==> src/rtl/rtcs_pkg.sv <==
// Shared types for the clock-chip readout sequencer.
// Assumes: one state register of at most 16 states.
package rtcs_pkg;
    typedef enum logic [3:0] {
        S_IDLE,
        S_I_CEOFF,
        S_I_RDCTL,
        S_I_WTINT,
        S_I_WADJ,
        S_I_POLL,
        S_I_PWAIT,
        S_I_WBASE,
        S_R_CEON,
        S_R_WBASE,
        S_R_RDCTL,
        S_R_WAIT,
        S_R_FIELD,
        S_FINISH
    } seq_state_t;
endpackage

==> src/rtl/rtcs_try_counter.sv <==
// Attempt counter shared by the busy poll and the read handshake.
// Assumes: the owner never asks for an increment past its own limit.
module rtcs_try_counter #(
    parameter int W = 10
) (
    input  logic         clk,
    input  logic         rst_n,
    input  logic         clr,
    input  logic         inc,
    output logic [W-1:0] cnt
);
    // count attempts; clear has priority over increment
    always_ff @(posedge clk) begin
        if (!rst_n || clr) cnt <= '0;
        else if (inc)      cnt <= cnt + 1'b1;
    end
endmodule

==> src/rtl/rtcs_digit_join.sv <==
// Joins a ones nibble and a tens nibble into a binary value tens*10+ones.
// Assumes: nibbles may exceed 9; the result is at most 165.
module rtcs_digit_join (
    input  logic [3:0] ones,
    input  logic [3:0] tens,
    output logic [7:0] value
);
    // tens*10 as tens*8 + tens*2, then add the ones nibble
    always_comb value = {1'b0, tens, 3'b000} + {3'b000, tens, 1'b0} + {4'b0000, ones};
endmodule

==> src/rtl/rtcs_year_window.sv <==
// Widens a two-digit year (0..165) to four digits inside a 100-year window.
// Assumes: the input comes from rtcs_digit_join.
module rtcs_year_window #(
    parameter int CENTURY = 1900,
    parameter int PIVOT   = 1970
) (
    input  logic [7:0]  yy,
    output logic [11:0] year
);
    logic [7:0] yy_mod;
    int         full;
    // reduce modulo 100, add the century, then shift up when below the pivot
    always_comb begin
        yy_mod = (yy >= 8'd100) ? yy - 8'd100 : yy;
        full   = CENTURY + int'(yy_mod);
        if (full < PIVOT) full = full + 100;
        year   = full[11:0];
    end
endmodule

==> src/rtl/rtc_readout_seq.sv <==
// Clock-chip readout and validity sequencer.
// It asks a serial master for nibble register transactions and drives
// chip-enable. On init it checks the stop flag and, when needed, runs the
// reset-and-adjust sequence with busy polling. On read it performs a bounded
// busy handshake and then fetches and converts the calendar fields.
// Assumes: xfer_done is raised only while xfer_req is high; us_tick is a
// one-cycle pulse.
module rtc_readout_seq
    import rtcs_pkg::*;
#(
    parameter int               POLL_LIMIT  = 1000,
    parameter int               RETRY_LIMIT = 10,
    parameter logic [3:0]       ADDR_CTRL   = 4'd14,
    parameter logic [3:0]       ADDR_TINT   = 4'd7,
    parameter logic [3:0]       CTRL_BASE   = 4'b1000,
    parameter int               BUSY_BIT    = 0,
    parameter int               ADJ_BIT     = 0,
    parameter int               STOP_BIT    = 1,
    parameter logic [12:0][3:0] FIELD_ADDRS = {4'd6, 4'd13, 4'd12, 4'd11, 4'd10, 4'd9,
                                               4'd8, 4'd5, 4'd4, 4'd3, 4'd2, 4'd1, 4'd0}
) (
    input  logic        clk,
    input  logic        rst_n,
    input  logic        init_req,
    input  logic        read_req,
    input  logic        us_tick,
    output logic        xfer_req,
    output logic        xfer_write,
    output logic [3:0]  xfer_addr,
    output logic [3:0]  xfer_wdata,
    input  logic        xfer_done,
    input  logic [3:0]  xfer_rdata,
    output logic        chip_en,
    output logic        done,
    output logic        valid,
    output logic        error,
    output logic [7:0]  sec,
    output logic [7:0]  min,
    output logic [7:0]  hour,
    output logic [7:0]  day,
    output logic [7:0]  mon,
    output logic [11:0] year,
    output logic [3:0]  wday
);
    localparam int         NREADS  = 13;
    localparam int         MAXTRY  = (POLL_LIMIT > RETRY_LIMIT) ? POLL_LIMIT : RETRY_LIMIT;
    localparam int         CW      = $clog2(MAXTRY) + 1;
    localparam logic [3:0] CTRL_ADJ = CTRL_BASE | (4'b0001 << ADJ_BIT);

    seq_state_t      state;
    logic [3:0]      idx;
    logic [3:0]      ones_q;
    logic [5:0][7:0] fld_q;
    logic [7:0]      joined;
    logic [CW-1:0]   cnt;
    logic            cnt_clr, cnt_inc, at_limit, busy_seen, stop_seen;

    rtcs_try_counter #(.W(CW)) u_cnt (
        .clk(clk), .rst_n(rst_n), .clr(cnt_clr), .inc(cnt_inc), .cnt(cnt)
    );

    rtcs_digit_join u_join (.ones(ones_q), .tens(xfer_rdata), .value(joined));

    rtcs_year_window u_year (.yy(fld_q[5]), .year(year));

    // status bits of the control nibble being returned
    always_comb begin
        busy_seen = xfer_rdata[BUSY_BIT];
        stop_seen = xfer_rdata[STOP_BIT];
    end

    // attempt-limit selection and counter control
    always_comb begin
        at_limit = (state == S_I_POLL) ? (int'(cnt) == POLL_LIMIT - 1)
                                       : (int'(cnt) == RETRY_LIMIT - 1);
        cnt_clr  = (state == S_IDLE);
        cnt_inc  = xfer_done && busy_seen && !at_limit &&
                   (state == S_I_POLL || state == S_R_RDCTL);
    end

    // transaction request decoded from the current state
    always_comb begin
        xfer_req   = 1'b0;
        xfer_write = 1'b0;
        xfer_addr  = ADDR_CTRL;
        xfer_wdata = 4'd0;
        case (state)
            S_I_RDCTL, S_I_POLL, S_R_RDCTL: xfer_req = 1'b1;
            S_I_WTINT: begin
                xfer_req = 1'b1; xfer_write = 1'b1; xfer_addr = ADDR_TINT;
            end
            S_I_WADJ: begin
                xfer_req = 1'b1; xfer_write = 1'b1; xfer_wdata = CTRL_ADJ;
            end
            S_I_WBASE, S_R_WBASE: begin
                xfer_req = 1'b1; xfer_write = 1'b1; xfer_wdata = CTRL_BASE;
            end
            S_R_FIELD: begin
                xfer_req = 1'b1; xfer_addr = FIELD_ADDRS[idx];
            end
            default: ;
        endcase
    end

    // sequence control, flags, chip-enable and field capture
    always_ff @(posedge clk) begin
        if (!rst_n) begin
            state   <= S_IDLE;
            chip_en <= 1'b0;
            done    <= 1'b0;
            valid   <= 1'b0;
            error   <= 1'b0;
            idx     <= '0;
            ones_q  <= '0;
            fld_q   <= '0;
            wday    <= '0;
        end else begin
            done <= 1'b0;
            case (state)
                S_IDLE: begin
                    if (init_req) begin
                        chip_en <= 1'b0;
                        error   <= 1'b0;
                        state   <= S_I_CEOFF;
                    end else if (read_req) begin
                        if (!valid) begin
                            error <= 1'b1;
                            state <= S_FINISH;
                        end else begin
                            error <= 1'b0;
                            state <= S_R_CEON;
                        end
                    end
                end
                S_I_CEOFF: begin
                    chip_en <= 1'b1;
                    state   <= S_I_RDCTL;
                end
                S_I_RDCTL: if (xfer_done) begin
                    if (!stop_seen) begin
                        valid <= 1'b1;
                        state <= S_FINISH;
                    end else begin
                        valid <= 1'b0;
                        state <= S_I_WTINT;
                    end
                end
                S_I_WTINT: if (xfer_done) state <= S_I_WADJ;
                S_I_WADJ:  if (xfer_done) state <= S_I_POLL;
                S_I_POLL: if (xfer_done) begin
                    if (!busy_seen)    state <= S_I_WBASE;
                    else if (at_limit) begin
                        error <= 1'b1;
                        state <= S_FINISH;
                    end else           state <= S_I_PWAIT;
                end
                S_I_PWAIT: if (us_tick) state <= S_I_POLL;
                S_I_WBASE: if (xfer_done) state <= S_FINISH;
                S_R_CEON: begin
                    chip_en <= 1'b1;
                    state   <= S_R_WBASE;
                end
                S_R_WBASE: if (xfer_done) state <= S_R_RDCTL;
                S_R_RDCTL: if (xfer_done) begin
                    if (!busy_seen) begin
                        idx   <= '0;
                        state <= S_R_FIELD;
                    end else begin
                        chip_en <= 1'b0;
                        if (at_limit) begin
                            error <= 1'b1;
                            state <= S_FINISH;
                        end else state <= S_R_WAIT;
                    end
                end
                S_R_WAIT: if (us_tick) state <= S_R_CEON;
                S_R_FIELD: if (xfer_done) begin
                    if (int'(idx) == NREADS - 1) begin
                        wday  <= xfer_rdata;
                        state <= S_FINISH;
                    end else begin
                        if (!idx[0]) ones_q <= xfer_rdata;
                        else         fld_q[idx[3:1]] <= joined;
                        idx <= idx + 1'b1;
                    end
                end
                S_FINISH: begin
                    chip_en <= 1'b0;
                    done    <= 1'b1;
                    state   <= S_IDLE;
                end
                default: state <= S_IDLE;
            endcase
        end
    end

    assign sec  = fld_q[0];
    assign min  = fld_q[1];
    assign hour = fld_q[2];
    assign day  = fld_q[3];
    assign mon  = fld_q[4];

    AST_INVALID_READ_NO_ACCESS: assert property (@(posedge clk) disable iff (!rst_n)
        (state == S_IDLE && read_req && !init_req && !valid) |=> (error && !xfer_req && !chip_en));
    AST_CE_LOW_AT_DONE: assert property (@(posedge clk) disable iff (!rst_n)
        done |-> !chip_en);
    AST_DONE_ONE_CYCLE: assert property (@(posedge clk) disable iff (!rst_n)
        done |=> !done);
    AST_CE_DURING_XFER: assert property (@(posedge clk) disable iff (!rst_n)
        xfer_req |-> chip_en);
    AST_XFER_HELD: assert property (@(posedge clk) disable iff (!rst_n)
        (xfer_req && !xfer_done) |=> (xfer_req && $stable(xfer_addr) && $stable(xfer_write) && $stable(xfer_wdata)));
    AST_FLAGS_STABLE_IDLE: assert property (@(posedge clk) disable iff (!rst_n)
        (state == S_IDLE && !init_req && !read_req) |=> ($stable(valid) && $stable(error)));
    AST_TRY_BOUND: assert property (@(posedge clk) disable iff (!rst_n)
        int'(cnt) < MAXTRY);
endmodule

==> config.mk <==
export PLATFORM = sky130hd
export DESIGN_NAME = rtc_readout_seq
export DESIGN_NICKNAME = d
export VERILOG_FILES = /design/src/rtl/rtcs_pkg.sv /design/src/rtl/rtcs_try_counter.sv /design/src/rtl/rtcs_digit_join.sv /design/src/rtl/rtcs_year_window.sv /design/src/rtl/rtc_readout_seq.sv
export SDC_FILE = /design/constraint.sdc
export NUM_CORES = 1
export LEC_CHECK = 0
export BUFFER_PORTS_ARGS = -buffer_cell sky130_fd_sc_hd__buf_2
export CORE_ASPECT_RATIO = 1.25
export CORE_MARGIN = 4
export CORE_UTILIZATION = 40
export DETAILED_ROUTE_END_ITERATION = 7
export HOLD_SLACK_MARGIN = 0.1
export SYNTH_ARGS = -nofsm -noshare
export SYNTH_HDL_FRONTEND = slang
export SYNTH_SLANG_ARGS = --single-unit
==> constraint.sdc <==
create_clock -name clk -period 8.8 [get_ports clk]
set_clock_uncertainty 0.2 [all_clocks]
set_input_delay 0.44 -clock clk [delete_from_list [all_inputs] [get_ports clk]]
set_output_delay 0.44 -clock clk [all_outputs]
set_load 0.02 [all_outputs]
==> impl_results.md, run 1 <==
- Outcome: completed
- Antenna cell count: 0
- Max FO, Critical Path: 14
- Synth warn: 0
- Top achievable clock speed: between 200 and 250 MHz
- Post-DRT Antenna Nets: 0
- Worst R2R Start: state[2]
- Hold_buf cts: 0
- I/O pins: 80
- Post-Route WL: 11,330 um
- Worst Setup End Kind: primary output
- Avg Cell Area, Syn: roughly 8.7 um^2
- Kind of critical path: register to primary output
- DP Area: between 0.005 and 0.006 mm^2
- RSZ-0062 raised after global routing: false
- Design area: around 0.0055 mm^2
- Busiest layer in global routing: met2
- Top cells by count, synth: dfxtp_1, nor2b_1, mux2i_1, buf_4, nand2_1
- Met1 Use GR: 19.65%
- Worst slack, placed: ~4.7 ns
- Post-synth EDFFs: 0
- Chip width: roughly 110 um
- CTS tree: yes
- Fillers: between 1,000 and 1,500
- Largest net degree at the start of global routing: between 70 and 80
- Skew-Pair Late Insertion Delay: 0.33 ns
- Die area: 0.01454 mm^2
- Pwr/cell area: around 180 mW/mm^2
- Worst-margin pin slew: ~0.93 ns
- Grt met2 use: between 20% and 30%
- Mapped Cells: 580
- Rows: 45
- Grt ovf: 0
- Synth area leaders: dfxtp_1, mux2i_1, nor2b_1
- Maximum vdd ir drop: 0.1157 mV
- Routability cong.: approximately 0.89
- P&R area growth vs syn: 8.370%
- Initial Util: about two fifths
- Cts bufs inserted: 9
- Largest area contributor in the netlist: dfxtp_1
- Placed cell count: approximately 750
- Synthesis-stage register bit count: 83
- Cell Count, Final, Fillers Out: about 770
- Deepest clock path buffer count: 2
- Clock transition at path regs: roughly 0.060 ns
- Post-Syn Area: 0.005067 mm^2
- Port Buffer Count: slightly below 80
- Final TNS setup: 0 ns
- DR vias/cell: 5.156
- Hold Vio Cnt, Final: 0
- Clk root buf: clkbuf_16
- CTS HTree Levels: 3
- Top_reg_cell synth: dfxtp_1
- Global-route wire length before repair: ~18,000 um
- Hpwl dp: approximately 8200 um
- Iter 0 DRT Violations: about 190
- Startpoint Class: register
- Netlist cell types: 72
- Met3 GRT Util: about 2.7%
- Leakage power: between 2 and 2.5 nW
- Critical Path Max Stage Delay: 0.54 ns
- FF-to-FF End: mon[1]
- Compound-gate portion of the synthesized area: a little over an eighth
- Post-CTS Setup Bufs: 0
- Fin crit share: between 50% and 60%
- Worst R2R Path Depth: 6
- Post-cts gate resize count: 0
- Critical Path Sink: year[7]
- Via count: ~3,900
- Post-synthesis mux area share: 11.06%
- Reg area: between 0.0015 and 0.002 mm^2
- Crit path required time: between 8 and 9 ns
- Clk sink count: between 80 and 90
- CP Launch Point: fld_q[42]
- Drt drc: 0
- Data arrival, critical path: 3.87 ns
- Final setup fails: 0
- Post-synth ARST share: 0%
- Adder-Cell Fraction of Synth Area: about 5%
- DR WL/cell: approximately 15 um
- Max-cap violations: 0
- Initial antenna violation count: 0
- Period minus WS final: 4.507 ns
- Multi-input gate area: a little under 0.003 mm^2
- R2R Setup Slk: around 5.6 ns
- Sequential area share after synthesis: about a third
- Slowest CP cell: o21ai_0
- Vias in the first global route: 3,654
- DR pass1 iterations: 5
- Most common cell in the netlist: dfxtp_1
- Core box area: between 0.01 and 0.015 mm^2
- Final Slew Violations: 0
- Combinational family with the most area after synthesis: simple AND/OR/NAND/NOR gates
- Hold slack final: 0.2630 ns
- Hold Crit Class: primary input to register
- Height of the die: 133.8 um
- Final worst slack: between 4 and 5 ns
- Post-Synth XOR/XNOR Area: 3.778%
- Slew Limit Headroom: a little under two fifths
- Synth top area share: between 30% and 40%
- All-Layer GR Usage: about 16%
- Synth Area in Simple Gates: between 20% and 30%
- Nets: around 620
- Cells along the critical path: inv_1 > ha_1 > nand2b_1 > o31a_1 > o21ai_0 > ha_1 > inv_1 > o21ai_0 > o221a_2 > o31a_1 > o21ai_1 > maj3_1 > buf_2
- Share of layout cells above drive strength 1: 18.64%
-- critical path, delay by kind of cell, from the launching register on --
| family | cells | cell delay, ns |
|---|---|---|
| compound gates | 6 | 1.56 |
| fa+ha+maj | 3 | 0.98 |
| flops | 1 | 0.45 |
| buf+inv | 3 | 0.37 |
| simple gates | 1 | 0.16 |
-- logic make-up after synthesis --
family | count (synthesis)
muxes | 56
buffers and inverters | 91
AOI/OAI and AO/OA | 96
other | 1
DFF | 83
adders and majority gates | 19
and+or+nand+nor | 213
xor gates and xnor gates | 21
-- cells in the final DEF (no fill, tap or decap), types with 6 or more instances in the layout --
master	n
dfxtp_1	83
buf_2	77
nor2b_1	57
mux2i_1	56
nand2_1	35
nor2_1	34
o21ai_0	23
a21oi_1	19
inv_1	17
ha_1	16
and2_1	12
nand3_1	11
xnor2_1	11
nor3_1	10
xor2_1	9
clkbuf_16	9
nand4_1	8
a31oi_1	7
nor4_1	6
-- flip-flops by register name, indices dropped and copies added (netlist names), named ones only --
signal and count:
ones_q 4, wday 4, chip_en 1, idx 4
error 1, state 4, day 8, mon 8
u_cnt.cnt 11, sec 8, valid 1, min 8
hour 8, done 1, fld_q 8
-- cell type report --
| class | count | share of cell area (%) |
|---|---|---|
| clock buffer | 10 | 4.170 |
| clock inverter | 6 | 0.8658 |
| sequential | 83 | 30.26 |
| tap | 164 | 3.737 |
| timing repair buffer | 78 | 7.154 |
| multi-input combinational | 407 | 52.65 |
| inverter | 17 | 1.162 |
-- worst min path at each step --
stage | start | end | slack, ns | depth (start not counted)
final | xfer_rdata[2] | wday[2] | 0.26 | 3
after global routing | xfer_rdata[2] | wday[2] | 0.27 | 3
after CTS | xfer_rdata[2] | wday[2] | 0.26 | 3
after detailed placement | hour[2] | hour[2] | 0.30 | 2
after global placement | u_cnt.cnt[8] | u_cnt.cnt[8] | 0.28 | 2
after floorplan | u_cnt.cnt[8] | u_cnt.cnt[8] | 0.26 | 2
-- through the flow --
stage	utilization (%)	power [mW]
global placement	42.49	0.6275
finish	44.74	0.9749
detailed placement	42.49	0.6324
floorplan	-	0.5788
global route	44.74	1.027
CTS	44.74	0.9886
-- power breakdown --
group	total [mW]	switching [mW]	internal (mW)
combinational	0.196	0.118	0.0784
sequential	0.428	0.0404	0.388
clock	0.351	0.156	0.194
-- metal layers --
layer  vias to the layer above  routed length, um
met5                         -                  0
met4                         0                184
met3                        11                487
met2                        82               5627
met1                      1840               5027
li1                       2011                  -
No activity file was read; power rests on OpenSTA's default activity.
==> inputs of run 2 (changes only) <==
==> constraint.sdc (replaced) <==
create_clock -name clk -period 4.1 [get_ports clk]
set_clock_uncertainty 0.2 [all_clocks]
set_input_delay 0.205 -clock clk [delete_from_list [all_inputs] [get_ports clk]]
set_output_delay 0.205 -clock clk [all_outputs]
set_load 0.02 [all_outputs]
==> impl_results.md, run 2 (synthesized netlist as in run 1, its figures left out) <==
- Placed cell count: 750
- Post-Route WL: between 10,000 and 15,000 um
- Internal Power: approximately 1.5 mW
- Slowest CP cell: o31a_1
- Final setup fails: 0
- Combinational share of power: ~20%
- Fin crit share: between 90% and 100%
- Hold endpoint: error
- Final TNS setup: 0 ns
- DR WL/cell: approximately 15 um
- Hold Vio Cnt, Final: 0
- Via count: between 4,000 and 5,000
- Reg with most FFs: u_cnt.cnt
- Post-CTS Setup Bufs: 0
- Core box area: between 0.01 and 0.015 mm^2
- Antenna cell count: 0
- Height of the die: between 100 and 150 um
- Deepest clock path buffer count: 2
- Sw frac: a little under a third
- CTS tree: yes
- Switching pwr: between 600 and 700 uW
- Grt met2 use: between 20% and 30%
- DR pass1 iterations: 4
- Data arrival, critical path: 3.41 ns
- Final worst slack: 0.2815 ns
- FF-to-FF End: hour[5]
- Clk root buf: clkbuf_16
- Startpoint Class: register
- Met3 GRT Util: between 2 and 3%
- Total power: between 2 and 2.5 mW
- Worst hold stages: 3
- Period minus WS final: 3.819 ns
- Post-DRT Antenna Nets: 0
- Power share of the sequential group: between 40% and 50%
- Iter 0 DRT Violations: roughly 150
- Global-route wire length before repair: between 15,000 and 20,000 um
- Routability cong.: 0.8805
- Vias in the first global route: 3,773
- Crit path required time: around 3.7 ns
- Max FO, Critical Path: 10
- Initial antenna violation count: 0
- CTS HTree Levels: 3
- Die area: between 0.01 and 0.015 mm^2
- Grt ovf: 0
- Final Slew Violations: 0
- Busiest layer in global routing: met2
- Pwr/cell area: 389.1 mW/mm^2
- Worst slack, placed: between 0.2 and 0.25 ns
- Hold Crit Class: primary input to register
- Initial Util: 41.28%
- Chip width: 108.7 um
- Port Buffer Count: 77
- Met1 Use GR: about a fifth
- Worst R2R Path Depth: 6
- Maximum vdd ir drop: ~0.24 mV
- Nets: roughly 630
- Clock Power Share: a little under two fifths
- R2R Setup Slk: about 1.2 ns
- Cts bufs inserted: 9
- Rows: 45
- Worst-margin pin slew: 0.9583 ns
- Cells along the critical path: inv_1 > ha_2 > nand2b_1 > o31a_1 > xnor2_2 > ha_1 > inv_1 > o21ai_0 > o221a_2 > o31a_1 > o21ai_1 > maj3_1 > buf_2
- Worst R2R Start: state[2]
- DR vias/cell: slightly above 5
- Largest net degree at the start of global routing: 53
- RSZ-0062 raised after global routing: false
- Util after Layout: between 40% and 50%
- Commonest non-fill, non-tap cell in the layout: dfxtp_1
- Top achievable clock speed: roughly 260 MHz
- Hold Crit Start: read_req
- I/O pins: 80
- Share of layout cells above drive strength 1: 19.47%
- Clock transition at path regs: about 0.06 ns
- Drt drc: 0
- Skew-Pair Late Insertion Delay: between 0.3 and 0.4 ns
- Outcome: completed
- P&R area growth vs syn: 10.25%
- Max reg flops: 11
- Clk sink count: between 80 and 90
- Hpwl dp: around 8400 um
- Cell Count, Final, Fillers Out: between 700 and 800
- Leakage power: 2.329 nW
- All-Layer GR Usage: 15.85%
- Max-cap violations: 0
- Kind of critical path: register to primary output
- Worst Setup End Kind: primary output
- Slew Limit Headroom: a little over a third
- Critical Path Max Stage Delay: ~0.4 ns
- Most frequent cells in the layout: dfxtp_1, buf_2, nor2b_1, mux2i_1, nand2_1
[run 2: metal layers]
| metal | vias up | share of wire (%) |
|---|---|---|
| li1 | 2016 | - |
| met1 | 1875 | 45 |
| met2 | 98 | 49 |
| met3 | 14 | 4.5 |
| met4 | 0 | 1.7 |
| met5 | - | 0 |
[run 2: critical path, delay by kind of cell (launching register included)]
family / cells / cell delay, ns
buf+inv: 3 / 0.35
simple gates: 1 / 0.13
compound gates: 5 / 1.08
flops: 1 / 0.37
fa+ha+maj: 3 / 0.90
xor+xnor: 1 / 0.26
[run 2: cell type report]
class                   count  area, um^2
fillers                  1264        6688
multi-input cells         407        2904
flip-flops and latches     83        1667
repair buffers             83       440.4
clock buffers               9       225.2
well taps                 164       205.2
clock inverters             7       81.33
inverters                  17       63.81
[run 2: how the worst max path moves through the flow]
stage | start | cells past startpoint | slack (ns) | end
4_1_cts | fld_q[43] | 13 | 0.03 | year[7]
2_1_floorplan | fld_q[42] | 12 | 0.52 | year[9]
5_1_grt | fld_q[43] | 13 | 0.03 | year[7]
3_5_place_dp | fld_q[42] | 13 | 0.21 | year[7]
3_3_place_gp | fld_q[42] | 13 | 0.34 | year[7]
6_report | fld_q[43] | 13 | 0.28 | year[7]
[run 2: power groups by stage]
stage | registers [mW] | logic (mW) | clock network (mW)
6_report | 0.918 | 0.424 | 0.832
4_1_cts | 0.916 | 0.428 | 0.852
5_1_grt | 0.928 | 0.476 | 0.885
3_3_place_gp | 0.931 | 0.416 | 0
3_5_place_dp | 0.934 | 0.423 | 0
2_1_floorplan | 0.869 | 0.373 | 0
[run 2: what timing repair did]
action	in CTS	in global routing
resized for setup	2	5
hold endpoints to repair	7	0
pin swaps	0	1
endpoints found under the setup margin	6	10
hold buffers	4	0
[run 2: per-stage QoR]
stage               instance area (um^2)  hold slack (ns)
finish                              5587           0.1126
global route                        5587           0.1241
CTS                                 5570           0.1010
detailed placement                  5223           0.3027
global placement                    5223           0.2825
floorplan                           5071           0.1712
==> inputs of run 3 (changes only) <==
==> constraint.sdc (replaced) <==
create_clock -name clk -period 4.54 [get_ports clk]
set_clock_uncertainty 0.2 [all_clocks]
set_input_delay 0.227 -clock clk [delete_from_list [all_inputs] [get_ports clk]]
set_output_delay 0.227 -clock clk [all_outputs]
set_load 0.02 [all_outputs]
==> impl_results.md, run 3 (synthesized netlist as in run 1, its figures left out) <==
- Final setup fails: 0
- Worst hold stages: 2
- Kind of critical path: register to primary output
- Hold Vio Cnt, Final: 0
- Hpwl dp: about 8500 um
- Post-CTS Setup Bufs: 0
- Sw frac: between 30% and 40%
- Reg with most FFs: u_cnt.cnt
- Power share of the sequential group: roughly two fifths
- Clock Power Share: roughly 40%
- Crit path required time: 4.11 ns
- Via count: 4,003
- Height of the die: around 130 um
- Chip width: 108.7 um
- Max FO, Critical Path: 14
- Routability cong.: around 0.9
- Hold endpoint: chip_en
- Commonest non-fill, non-tap cell in the layout: dfxtp_1
- CTS HTree Levels: 3
- Vias in the first global route: approximately 3,800
- Internal Power: 1.397 mW
- Outcome: completed
- Initial Util: between 40% and 50%
- Total power: slightly above 2 mW
- Rows: 45
- Drt drc: 0
- Iter 0 DRT Violations: ~190
- Deepest clock path buffer count: 2
- DR vias/cell: ~5.2
- Worst Setup End Kind: primary output
- Max-cap violations: 0
- All-Layer GR Usage: about 16%
- Clk root buf: clkbuf_16
- RSZ-0062 raised after global routing: false
- Fin crit share: 93.03%
- FF-to-FF End: mon[6]
- Global-route wire length before repair: 18,920 um
- Util after Layout: about 45%
- Startpoint Class: register
- CTS tree: yes
- Data arrival, critical path: 3.80 ns
- Clock transition at path regs: 0.06 ns
- R2R Setup Slk: between 1 and 1.5 ns
- Pwr/cell area: roughly 360 mW/mm^2
- Leakage power: about 2.3 nW
- Initial antenna violation count: 0
- Worst R2R Start: state[2]
- Grt ovf: 0
- Port Buffer Count: a little under 80
- Hold Crit Start: rst_n
- Clk sink count: 83
- Period minus WS final: around 4.2 ns
- Core box area: between 0.01 and 0.015 mm^2
- Maximum vdd ir drop: around 0.22 mV
- Post-DRT Antenna Nets: 0
- Final TNS setup: 0 ns
- Share of layout cells above drive strength 1: between 10% and 20%
- Switching pwr: between 600 and 700 uW
- Worst R2R Path Depth: 6
- Antenna cell count: 0
- Final Slew Violations: 0
- Die area: ~0.015 mm^2
- Combinational share of power: a little under a fifth
- Post-Route WL: around 12,000 um
- Skew-Pair Late Insertion Delay: approximately 0.33 ns
- Worst-margin pin slew: 0.9994 ns
- Max reg flops: 11
- Cts bufs inserted: 9
- DR WL/cell: 15.03 um
- I/O pins: 80
- Largest net degree at the start of global routing: 53
- Top achievable clock speed: between 200 and 250 MHz
- Hold Crit Class: primary input to register
- Slew Limit Headroom: around 33%
- DR pass1 iterations: 4
- Most frequent cells in the layout: dfxtp_1, buf_2, nor2b_1, mux2i_1, nand2_1
- P&R area growth vs syn: 10.05%
- Nets: approximately 630
==> run 3: cell count changes in the layout (fill, tap and decap cells not counted), sizes merged <==
cell	change
buf	-1
clkinv	-1
bufinv	+1
dlygate4sd3	-1
==> run 3: worst max-delay path by stage <==
stage          startpoint  endpoint  cells past startpoint
4_1_cts         fld_q[42]   year[7]                     13
2_1_floorplan   fld_q[42]   year[9]                     12
3_3_place_gp    fld_q[42]   year[7]                     13
3_5_place_dp    fld_q[42]   year[7]                     13
6_report        fld_q[42]   year[7]                     13
5_1_grt         fld_q[42]   year[7]                     13
==> run 3: critical path, stage by stage (launching register included) <==
cell and delay [ns]:
dfxtp_1 0.61, ha_1 0.22, nor3b_2 0.34, o31a_1 0.35, nand2_1 0.08, o21ai_1 0.23, ha_1 0.31, inv_1 0.11
o21ai_0 0.09, o221a_2 0.27, o31a_1 0.23, o21ai_1 0.11, maj3_1 0.36, buf_2 0.16
==> run 3: per-stage QoR <==
stage / std cells / hold WS (ns) / area, um^2 / setup WS (ns)
final: 768 / 0.1240 / 5577 / 0.3165
after global placement: 749 / 0.2824 / 5215 / 0.7538
after global routing: 768 / 0.1317 / 5577 / 0.05865
after CTS: 768 / 0.1171 / 5577 / 0.2396
after floorplan: 581 / 0.1932 / 5071 / 0.9384
after detailed placement: 749 / 0.3019 / 5215 / 0.6031
==> run 3: power by group through the flow <==
stage | Combinational [mW] | Clock [mW] | Sequential, mW
global placement | 0.376 | 0 | 0.841
global route | 0.427 | 0.855 | 0.839
floorplan | 0.337 | 0 | 0.785
finish | 0.381 | 0.802 | 0.828
CTS | 0.387 | 0.822 | 0.826
detailed placement | 0.383 | 0 | 0.842
==> run 3: timing repair <==
| action | 4_1_cts | 5_1_grt |
|---|---|---|
| hold endpoints to repair | 5 | 0 |
| gates resized for setup | 0 | 1 |
| hold buffers | 3 | 0 |
| endpoints found under the setup margin | 0 | 1 |
==> run 3: routing by layer <==
layer | global-route usage (%) | wire (um) | up-vias
met4 | 5.614 | 184 | 0
met5 | 0 | 0 | -
met1 | 20.02 | 5088 | 1883
met2 | 27.35 | 5722 | 92
met3 | 2.937 | 548 | 17
li1 | - | - | 2011
==> run 3: cell type report <==
| cell class | instances | area (um^2) |
|---|---|---|
| flip-flops and latches | 83 | 1662 |
| clock buffers | 9 | 225.2 |
| inverters | 17 | 63.81 |
| multi-input cells | 407 | 2892 |
| repair buffers | 81 | 422.9 |
| clock inverters | 7 | 106.4 |
| fillers | 1248 | 6698 |
| well taps | 164 | 205.2 |
